File: src/rtl/capbank_pkg.sv
package capbank_pkg;
  localparam int unsigned NPAIR = 4;

  typedef enum logic {SRC_CC = 1'b0, SRC_WSS = 1'b1} src_e;

  // Caption lines that may carry data, per field.
  function automatic logic cc_line_ok(input logic field, input logic [8:0] line);
    if (!field) return (line == 9'd18) || (line == 9'd21) || (line == 9'd22);
    return (line == 9'd281) || (line == 9'd284) || (line == 9'd335);
  endfunction

  // Sub-address of byte hi of pair p, counted from the data base.
  function automatic logic [7:0] pair_addr(input logic [7:0] base, input int p, input logic hi);
    return base + 8'(2 * p) + {7'd0, hi};
  endfunction
endpackage

File: src/rtl/capbank_slot.sv
module capbank_slot #(
  parameter int unsigned DW = 8,
  parameter logic [DW-1:0] RST_VAL = 8'h80
) (
  input  logic          clk,
  input  logic          rst_n,
  input  logic          srst,
  input  logic          ld_a,
  input  logic          ld_b,
  input  logic [DW-1:0] din,
  input  logic          clr,
  output logic [DW-1:0] reg_a,
  output logic [DW-1:0] reg_b,
  output logic          flag
);
  always_ff @(posedge clk or negedge rst_n) begin
    if (!rst_n) begin
      reg_a <= RST_VAL;
      reg_b <= RST_VAL;
      flag  <= 1'b0;
    end else if (srst) begin
      reg_a <= RST_VAL;
      reg_b <= RST_VAL;
      flag  <= 1'b0;
    end else begin
      if (ld_a) reg_a <= din;
      if (ld_b) reg_b <= din;
      // set has priority over clear
      if (ld_b)     flag <= 1'b1;
      else if (clr) flag <= 1'b0;
    end
  end
endmodule

File: src/rtl/capbank_swrst.sv
module capbank_swrst #(
  parameter int unsigned PULSE = 4,
  localparam int unsigned CW = $clog2(PULSE + 1)
) (
  input  logic clk,
  input  logic rst_n,
  input  logic trig,
  output logic busy
);
  logic [CW-1:0] cnt;

  always_ff @(posedge clk or negedge rst_n) begin
    if (!rst_n)           cnt <= '0;
    else if (cnt != '0)   cnt <= cnt - 1'b1;
    else if (trig)        cnt <= CW'(PULSE);
  end

  assign busy = (cnt != '0);
endmodule

File: src/rtl/capbank_regs.sv
module capbank_regs
  import capbank_pkg::*;
#(
  parameter int unsigned DW        = 8,
  parameter int unsigned LINE_W    = 9,
  parameter int unsigned AW        = 8,
  parameter logic [AW-1:0] CTRL_ADDR = 8'h1F,
  parameter logic [AW-1:0] DATA_BASE = 8'h20,
  parameter logic [DW-1:0] DATA_RST  = 8'h80,
  parameter int unsigned SRST_CYC  = 4,
  localparam int unsigned SELW     = $clog2(NPAIR),
  localparam int unsigned NDATA    = 2 * NPAIR
) (
  input  logic              clk,
  input  logic              rst_n,
  input  logic              ld_valid,
  input  logic              ld_field,
  input  logic              ld_src,
  input  logic              ld_hi,
  input  logic [LINE_W-1:0] ld_line,
  input  logic [DW-1:0]     ld_byte,
  input  logic              cc_en_odd,
  input  logic              cc_en_even,
  input  logic              anc_take,
  input  logic [SELW-1:0]   anc_sel,
  input  logic              h_wr,
  input  logic              h_rd,
  input  logic [AW-1:0]     h_addr,
  input  logic [DW-1:0]     h_wdata,
  output logic [DW-1:0]     h_rdata,
  output logic              soft_rst_o
);
  // Named internal events, visible to the checker.
  logic                 ld_accept;
  logic [NPAIR-1:0]     w_set;
  logic [NPAIR-1:0]     w_clr;
  logic [NPAIR-1:0]     w_ld_any;
  logic [NPAIR-1:0]     w_flag;
  logic [NPAIR-1:0][2*DW-1:0] w_data;
  logic                 srst_trig;
  logic [SELW-1:0]      ld_pair;
  logic                 field_en;

  assign ld_pair   = SELW'({ld_src, ld_field});
  assign field_en  = ld_field ? cc_en_even : cc_en_odd;
  assign ld_accept = ld_valid &&
                     ((ld_src == SRC_WSS) || (field_en && cc_line_ok(ld_field, ld_line)));
  assign srst_trig = h_wr && (h_addr == CTRL_ADDR) && h_wdata[7];

  capbank_swrst #(.PULSE(SRST_CYC)) u_swrst (
    .clk   (clk),
    .rst_n (rst_n),
    .trig  (srst_trig),
    .busy  (soft_rst_o)
  );

  for (genvar p = 0; p < NPAIR; p++) begin : g_pair
    logic hit;
    logic ld_a;
    logic [DW-1:0] ra;
    logic [DW-1:0] rb;
    assign hit  = ld_accept && (ld_pair == SELW'(p));
    assign ld_a = hit && !ld_hi;
    assign w_set[p]    = hit && ld_hi;
    assign w_ld_any[p] = hit;
    assign w_clr[p] = (h_rd && (h_addr == pair_addr(DATA_BASE, p, 1'b1))) ||
                      (anc_take && (anc_sel == SELW'(p)));

    capbank_slot #(.DW(DW), .RST_VAL(DATA_RST)) u_slot (
      .clk   (clk),
      .rst_n (rst_n),
      .srst  (soft_rst_o),
      .ld_a  (ld_a),
      .ld_b  (w_set[p]),
      .din   (ld_byte),
      .clr   (w_clr[p]),
      .reg_a (ra),
      .reg_b (rb),
      .flag  (w_flag[p])
    );
    assign w_data[p] = {rb, ra};
  end

  // Read multiplexer; writes to data and status never reach storage.
  always_comb begin
    h_rdata = '0;
    if (h_addr == CTRL_ADDR) begin
      h_rdata[7]         = soft_rst_o;
      h_rdata[NPAIR-1:0] = w_flag;
    end else begin
      for (int i = 0; i < NDATA; i++) begin
        if (h_addr == DATA_BASE + AW'(i))
          h_rdata = (i % 2 == 1) ? w_data[i/2][2*DW-1:DW] : w_data[i/2][DW-1:0];
      end
    end
  end
endmodule

File: config.mk
export PLATFORM = sky130hd
export DESIGN_NAME = capbank_regs
export DESIGN_NICKNAME = d
export VERILOG_FILES = /design/src/rtl/capbank_pkg.sv /design/src/rtl/capbank_slot.sv /design/src/rtl/capbank_swrst.sv /design/src/rtl/capbank_regs.sv
export SDC_FILE = /design/constraint.sdc
export NUM_CORES = 1
export LEC_CHECK = 0
export BUFFER_PORTS_ARGS = -buffer_cell sky130_fd_sc_hd__buf_2
export CAP_MARGIN = 5
export CORE_AREA = 10 10 151 125
export DETAILED_ROUTE_END_ITERATION = 7
export DIE_AREA = 0 0 161 135
export MAX_ROUTING_LAYER = met4
export PLACE_DENSITY = 0.46
export SYNTH_ARGS = -nofsm -noshare
export SYNTH_HDL_FRONTEND = slang
export SYNTH_HIERARCHICAL = 1
export SYNTH_SLANG_ARGS = --single-unit
File: constraint.sdc
create_clock -name clk -period 1.6 [get_ports clk]
set_input_delay 0.24 -clock clk [delete_from_list [all_inputs] [get_ports clk]]
set_output_delay 0.24 -clock clk [all_outputs]
set_load 0.1 [all_outputs]
Word-level counts from Yosys, hierarchy flattened --
Index checks and enable logic that the tools add are counted. W data, S select, Z words.
Storage, ports and cells: input bits 46, RAM bits 0, bits in read-only memories 0, register bits after elaboration 71, logic and storage cells 128, bits in latches 0, memories 0
Operators by class: bitwise gates (word level) 0, $mul 0, add/subtract/negate cells 1, shift operators 0, reduce and logical (&&, ||, !) cells 50, $lt $le $gt $ge 0, multiplexer cells 43, divide/modulo/power cells 0, equality and inequality tests 21
Operators with widths (count):
- $mux W8 | 24
- $eq A8 B6 Y1 const B | 8
- $eq A9 B5 Y1 const B | 3
- $eq A9 B9 Y1 const B | 3
- $logic_and A1 B1 Y1 | 24
- $reduce_bool A2 Y1 | 9
- $mux W1 | 15
- $reduce_bool A3 Y1 | 5
- $logic_or A1 B1 Y1 | 9
- $mux W3 | 3
- $eq A2 B2 Y1 const B | 4
- $eq A8 B5 Y1 const B | 1
- $eq A2 B1 Y1 const B | 2
- $logic_not A2 Y1 | 2
- $mux W4 | 1
- $sub A3 B1 Y3 const B | 1
- $logic_not A1 Y1 | 1

Depth between registers and ports, before layout --
depth in word-level cells 11, depth in mapped cells 8, depth with buffers taken out 6

By module --
The synthesis kept the hierarchy.
Modules (own cells, without submodules):
- capbank_slot | sequential area each 427.9 um^2, cells each 56, times used 4, area each 696.9 um^2
- capbank_regs | sequential area each 0.0 um^2, cells each 140, times used 1, area each 953.4 um^2
- capbank_swrst | sequential area each 75.1 um^2, cells each 15, times used 1, area each 156.4 um^2

Worst setup path before layout --
OpenSTA, ideal clock, no wires.
kind input port to output port, start point input h_addr[0], end point output h_rdata[5], cell stages on the path 7, slack -2.145 ns, buffers on the path 3, arrival time 3.505 ns, cell sequence buf_4 buf_2 buf_2 o21ai_0 o211ai_1 o21ai_0 a311oi_1
Between the ends: longest elaborated chain between the ends 10, elaborated cells on any way between the ends 18
Ends and longest elaborated chain:
- start: declaration | line capbank_regs.sv:28 | input logic [AW-1:0] h_addr,
- $eq A8 B6 Y1 | line capbank_regs.sv:92 | if (h_addr == DATA_BASE + AW'(i))
- $mux W8 (8 in a row) | line capbank_regs.sv:92
- $mux W3 (*) | line capbank_regs.sv:87 | if (h_addr == CTRL_ADDR) begin
- end: declaration | line capbank_regs.sv:30 | output logic [DW-1:0] h_rdata,
Mark *: on every way between the ends. The rest lies on a longest branch, timed or not.

Final worst setup path --
start point register g_pair[1].u_slot.reg_a[0], end point output h_rdata[0]
Between the ends: longest elaborated chain between the ends 7
Ends and longest elaborated chain:
- start: declaration | line capbank_slot.sv:12 | output logic [DW-1:0] reg_a,
- start signal: assignment | line capbank_slot.sv:26 | if (ld_a) reg_a <= din;
- $mux W8 (6 in a row) | line capbank_regs.sv:92
- $mux W4 | line capbank_regs.sv:87
No other way between the ends.

==> summary.txt <==
FLOORPLANNING
----------------------------------------------------------------------------------
Standard-cell row count                                                         41
Number of primary I/O pins                                                      55
X dimension of the die                                                      161 µm
Core box area                                                           0.0157 mm²
Total die area                                                          0.0217 mm²
Initial Utilization                                                          24.8%
Vert. Die Dim                                                               135 µm

MIN PATH
----------------------------------------------------------------------------------
Hold/Removal Path Class                                               primary input to register

STA
----------------------------------------------------------------------------------
Number of hold violations in the final report                                    0
Worst-Margin Slew                                                         0.494 ns
Hold slack                                                                0.284 ns
Max Clock Skew                                                          0.00656 ns
Final critical-path share of the clock period                                 135%
Highest attainable clock frequency                                         462 MHz
Final worst setup slack                                                  -0.563 ns
Slew HR                                                                      66.1%
Minimum clock period                                                       2.16 ns
RSZ-0062 raised after global routing                                          true
Setup_tns                                                                 -6.72 ns
Number of slew-limit violations in the final report                              0
Final setup violation count                                                     26

CELLS AND AREA
----------------------------------------------------------------------------------
Final Non-Filler Cells                                                         705
Number of diodes                                                                 0
Fraction of layout cells with a size suffix above 1                          41.6%
Area growth from synthesis to layout                                         48.2%
Post-route cell area                                                   0.00578 mm²
Final-stage net count                                                          532

SYNTHESIS
----------------------------------------------------------------------------------
Synthesized area divided by synthesized cell count                        10.3 µm²
FFs w/ async S/R, synth                                                       100%
Number of flops mapped to enable cells by yosys                                  0
Share of Yosys cell area claimed by the top area cell type                   40.4%
Number of instances in the synthesized netlist                                 379
Post-synthesis net count                                                       426
Leading area contributor after synthesis                              sky130_fd_sc_hd__dfrtp_1
Yosys warning total                                                              6
Netlist Area Pre-Place                                                 0.00390 mm²
Leading cell types by count after synthesis                           70 x sky130_fd_sc_hd__mux2i_1, 64 x sky130_fd_sc_hd__nor2_1, 63 x sky130_fd_sc_hd__dfrtp_1, 20 x sky130_fd_sc_hd__o21ai_0, 15 x sky130_fd_sc_hd__inv_1
Library cells used by synthesis                                                 49
Top cells by area in the synthesized netlist                          sky130_fd_sc_hd__dfrtp_1 40%, sky130_fd_sc_hd__mux2i_1 18%, sky130_fd_sc_hd__nor2_1 6.2%
Most used flip-flop cell after synthesis                              sky130_fd_sc_hd__dfrtp_1
Most frequent cell after synthesis                                    sky130_fd_sc_hd__mux2i_1
Seq cells post-synth                                                            71
Portion of the post-synthesis area used by sequential elements               45.8%

WORST SETUP PATH
----------------------------------------------------------------------------------
Crit path buffers/inverters                                                      1
Maximum fanout along the worst path                                              2
Critical Path Sink Type                                                output port
Critical Path Source                                                  g_pair[1].u_slot/reg_a[0]
Largest delay share family, worst path                                compound AO/OA/AOI/OAI gates
Slowest cell on crit path                                             sky130_fd_sc_hd__dfrtp_1
Worst path max stage delay                                                 0.38 ns
Slack of the worst reg-to-reg path                                         0.02 ns
Termination of the worst setup path                                     h_rdata[0]
Crit path DAT                                                              1.92 ns
End of the worst register-to-register path                            g_pair[0].u_slot/reg_a[5]
Worst setup path category                                             register to output port
WP depth                                                                         5
Crit path cell chain                                                  mux2_4, and3_4, o221a_4, a221o_4, buf_12
Worst flop-to-flop path startpoint                                    u_swrst/cnt[0]
Startpoint types                                                          register
Required time reported for the critical path endpoint                      1.36 ns
Cell count of the worst reg-to-reg path                                          8

DETAILED ROUTING
----------------------------------------------------------------------------------
Vias per std cell                                                             4.65
Iter 0 DRT Violations                                                          225
Remaining number of nets flagged by the antenna check after routing              0
Vias                                                                         3,278
Length of the first detailed-routing pass in iterations                          4
Residual DRC count                                                               0
Wire length per cell after detailed routing                                18.2 µm
Wire length after detailed routing                                       12,900 µm

GRT
----------------------------------------------------------------------------------
First-pass GRT wire length                                               19,900 µm
Vias in the first global route                                               3,438
Leftover overflow at the end of global routing                                   0
GRT Resource Usage Total                                                     12.0%
Initial antenna violation count                                                  0
Pin count of the biggest net entering global routing                            72

PLACEMENT
----------------------------------------------------------------------------------
Cell area reported after detailed placement                            0.00499 mm²
GPL Wtd Cong                                                                 0.891
Buffers on Ports                                                                47
Total placed cells including tap cells                                         674
HPWL after detailed placement                                              9060 µm

CTS
----------------------------------------------------------------------------------
Worst-Skew Late Latency                                                    0.34 ns
Clock-pin slew on the worst setup and hold paths                           0.06 ns
Maximum level of the CTS H-tree                                                  3
Number of CTS-inserted buffers                                                   9
Worst-case clock buffer depth                                                    2
Sink Count                                                                      71
CTS tree                                                                       yes
Root buffer cell                                                      sky130_fd_sc_hd__clkbuf_16

STATUS
----------------------------------------------------------------------------------
Failing checks                                                        negative setup slack
Outcome                                                               finished with violations

POWER
----------------------------------------------------------------------------------
Worst vdd ir                                                            0.000465 V
Pwr Density                                                             930 mW/mm²
Leakage dissipation                                                        2.34 nW

RUN
----------------------------------------------------------------------------------
Count of max-cap constraint violations                                           0

==> cell usage in the layout, fill, tap and decap left out, types with 11 or more instances in the layout <==
| master | Yosys | layout |
|---|---|---|
| sky130_fd_sc_hd__buf_12 | 0 | 17 |
| sky130_fd_sc_hd__buf_2 | 6 | 35 |
| sky130_fd_sc_hd__buf_4 | 9 | 46 |
| sky130_fd_sc_hd__buf_6 | 4 | 17 |
| sky130_fd_sc_hd__clkbuf_16 | 0 | 11 |
| sky130_fd_sc_hd__dfrtp_1 | 63 | 63 |
| sky130_fd_sc_hd__inv_1 | 15 | 12 |
| sky130_fd_sc_hd__mux2i_1 | 70 | 66 |
| sky130_fd_sc_hd__nand2_1 | 14 | 12 |
| sky130_fd_sc_hd__nor2_1 | 64 | 56 |
==> registers in the layout, summed over array words and instances, names as in the netlist <==
signal and flops:
g_pair.u_slot/flag 4, g_pair.u_slot/reg_a 32, g_pair.u_slot/reg_b 32, u_swrst/cnt 3
==> power by group <==
group / leakage [nW] / total (W) / internal [W] / switching [W]
Clock: 0.143 / 0.00196 / 0.00122 / 0.000738
Combinational: 1.24 / 0.00151 / 0.000691 / 0.000819
Sequential: 0.958 / 0.00190 / 0.00186 / 0.0000398
Total: 2.34 / 0.00537 / 0.00378 / 0.00160
==> stage by stage <==
step | setup slack, ns | power, W | util [%]
2_1_floorplan | -1.02 | 0.00269 | -
3_3_place_gp | -0.694 | 0.00301 | 31.8
3_5_place_dp | -0.721 | 0.00303 | 31.8
4_1_cts | -0.591 | 0.00516 | 35.3
5_1_grt | -0.613 | 0.00564 | 36.8
6_report | -0.563 | 0.00537 | 36.8
==> tightest hold or removal path: stages <==
cell                      delay (ns)
sky130_fd_sc_hd__buf_2          0.15
sky130_fd_sc_hd__mux2i_1        0.14
sky130_fd_sc_hd__nor2_1         0.05
==> worst min-delay path by stage <==
stage,startpoint,to,cells after the start
finish,ld_byte[1],g_pair[0].u_slot/reg_a[1],3
global route,ld_byte[1],g_pair[0].u_slot/reg_b[1],3
CTS,ld_byte[1],g_pair[2].u_slot/reg_b[1],3
global placement,rst_n,u_swrst/cnt[1],2
floorplan,rst_n,g_pair[0].u_slot/flag,0
detailed placement,rst_n,u_swrst/cnt[0],2
==> layout make-up <==
cell class | instances | area (µm²)
Inverter | 15 | 60.1
Fill cell | 1607 | 9920
Tap cell | 215 | 269
Timing Repair Buffer | 120 | 1140
Multi-Input combinational cell | 268 | 2230
Clock buffer | 16 | 292
Sequential cell | 71 | 1790
==> routing by layer <==
layer	vias to the layer above	GRT usage, %	wire, µm
met4	0	4.24	207
met5	-	-	0
met3	19	2.46	503
met2	54	18.6	6260
met1	1644	15.3	5890
li1	1561	-	-
==> timing repair <==
action | in CTS | in global routing
setup buffers | 6 | 7
hold buffers | 1 | 0
pin swaps | 15 | 20
endpoints found under the setup margin | 30 | 57
gates resized for setup | 47 | 44
cloned | 1 | 2
endpoints found under the hold margin | 63 | 0
==> kinds of logic (layout without fill, tap and decap cells) <==
group / Yosys count / after routing / share of synthesized area, %
mux: 76 / 76 / 20.4
simple gates: 128 / 128 / 16.6
fa+ha+maj: 1 / 1 / 0.321
flops: 71 / 71 / 45.8
compound gates: 63 / 63 / 11.1
buf+inv: 40 / 151 / 5.68
Power figures use the tool's default switching activity.
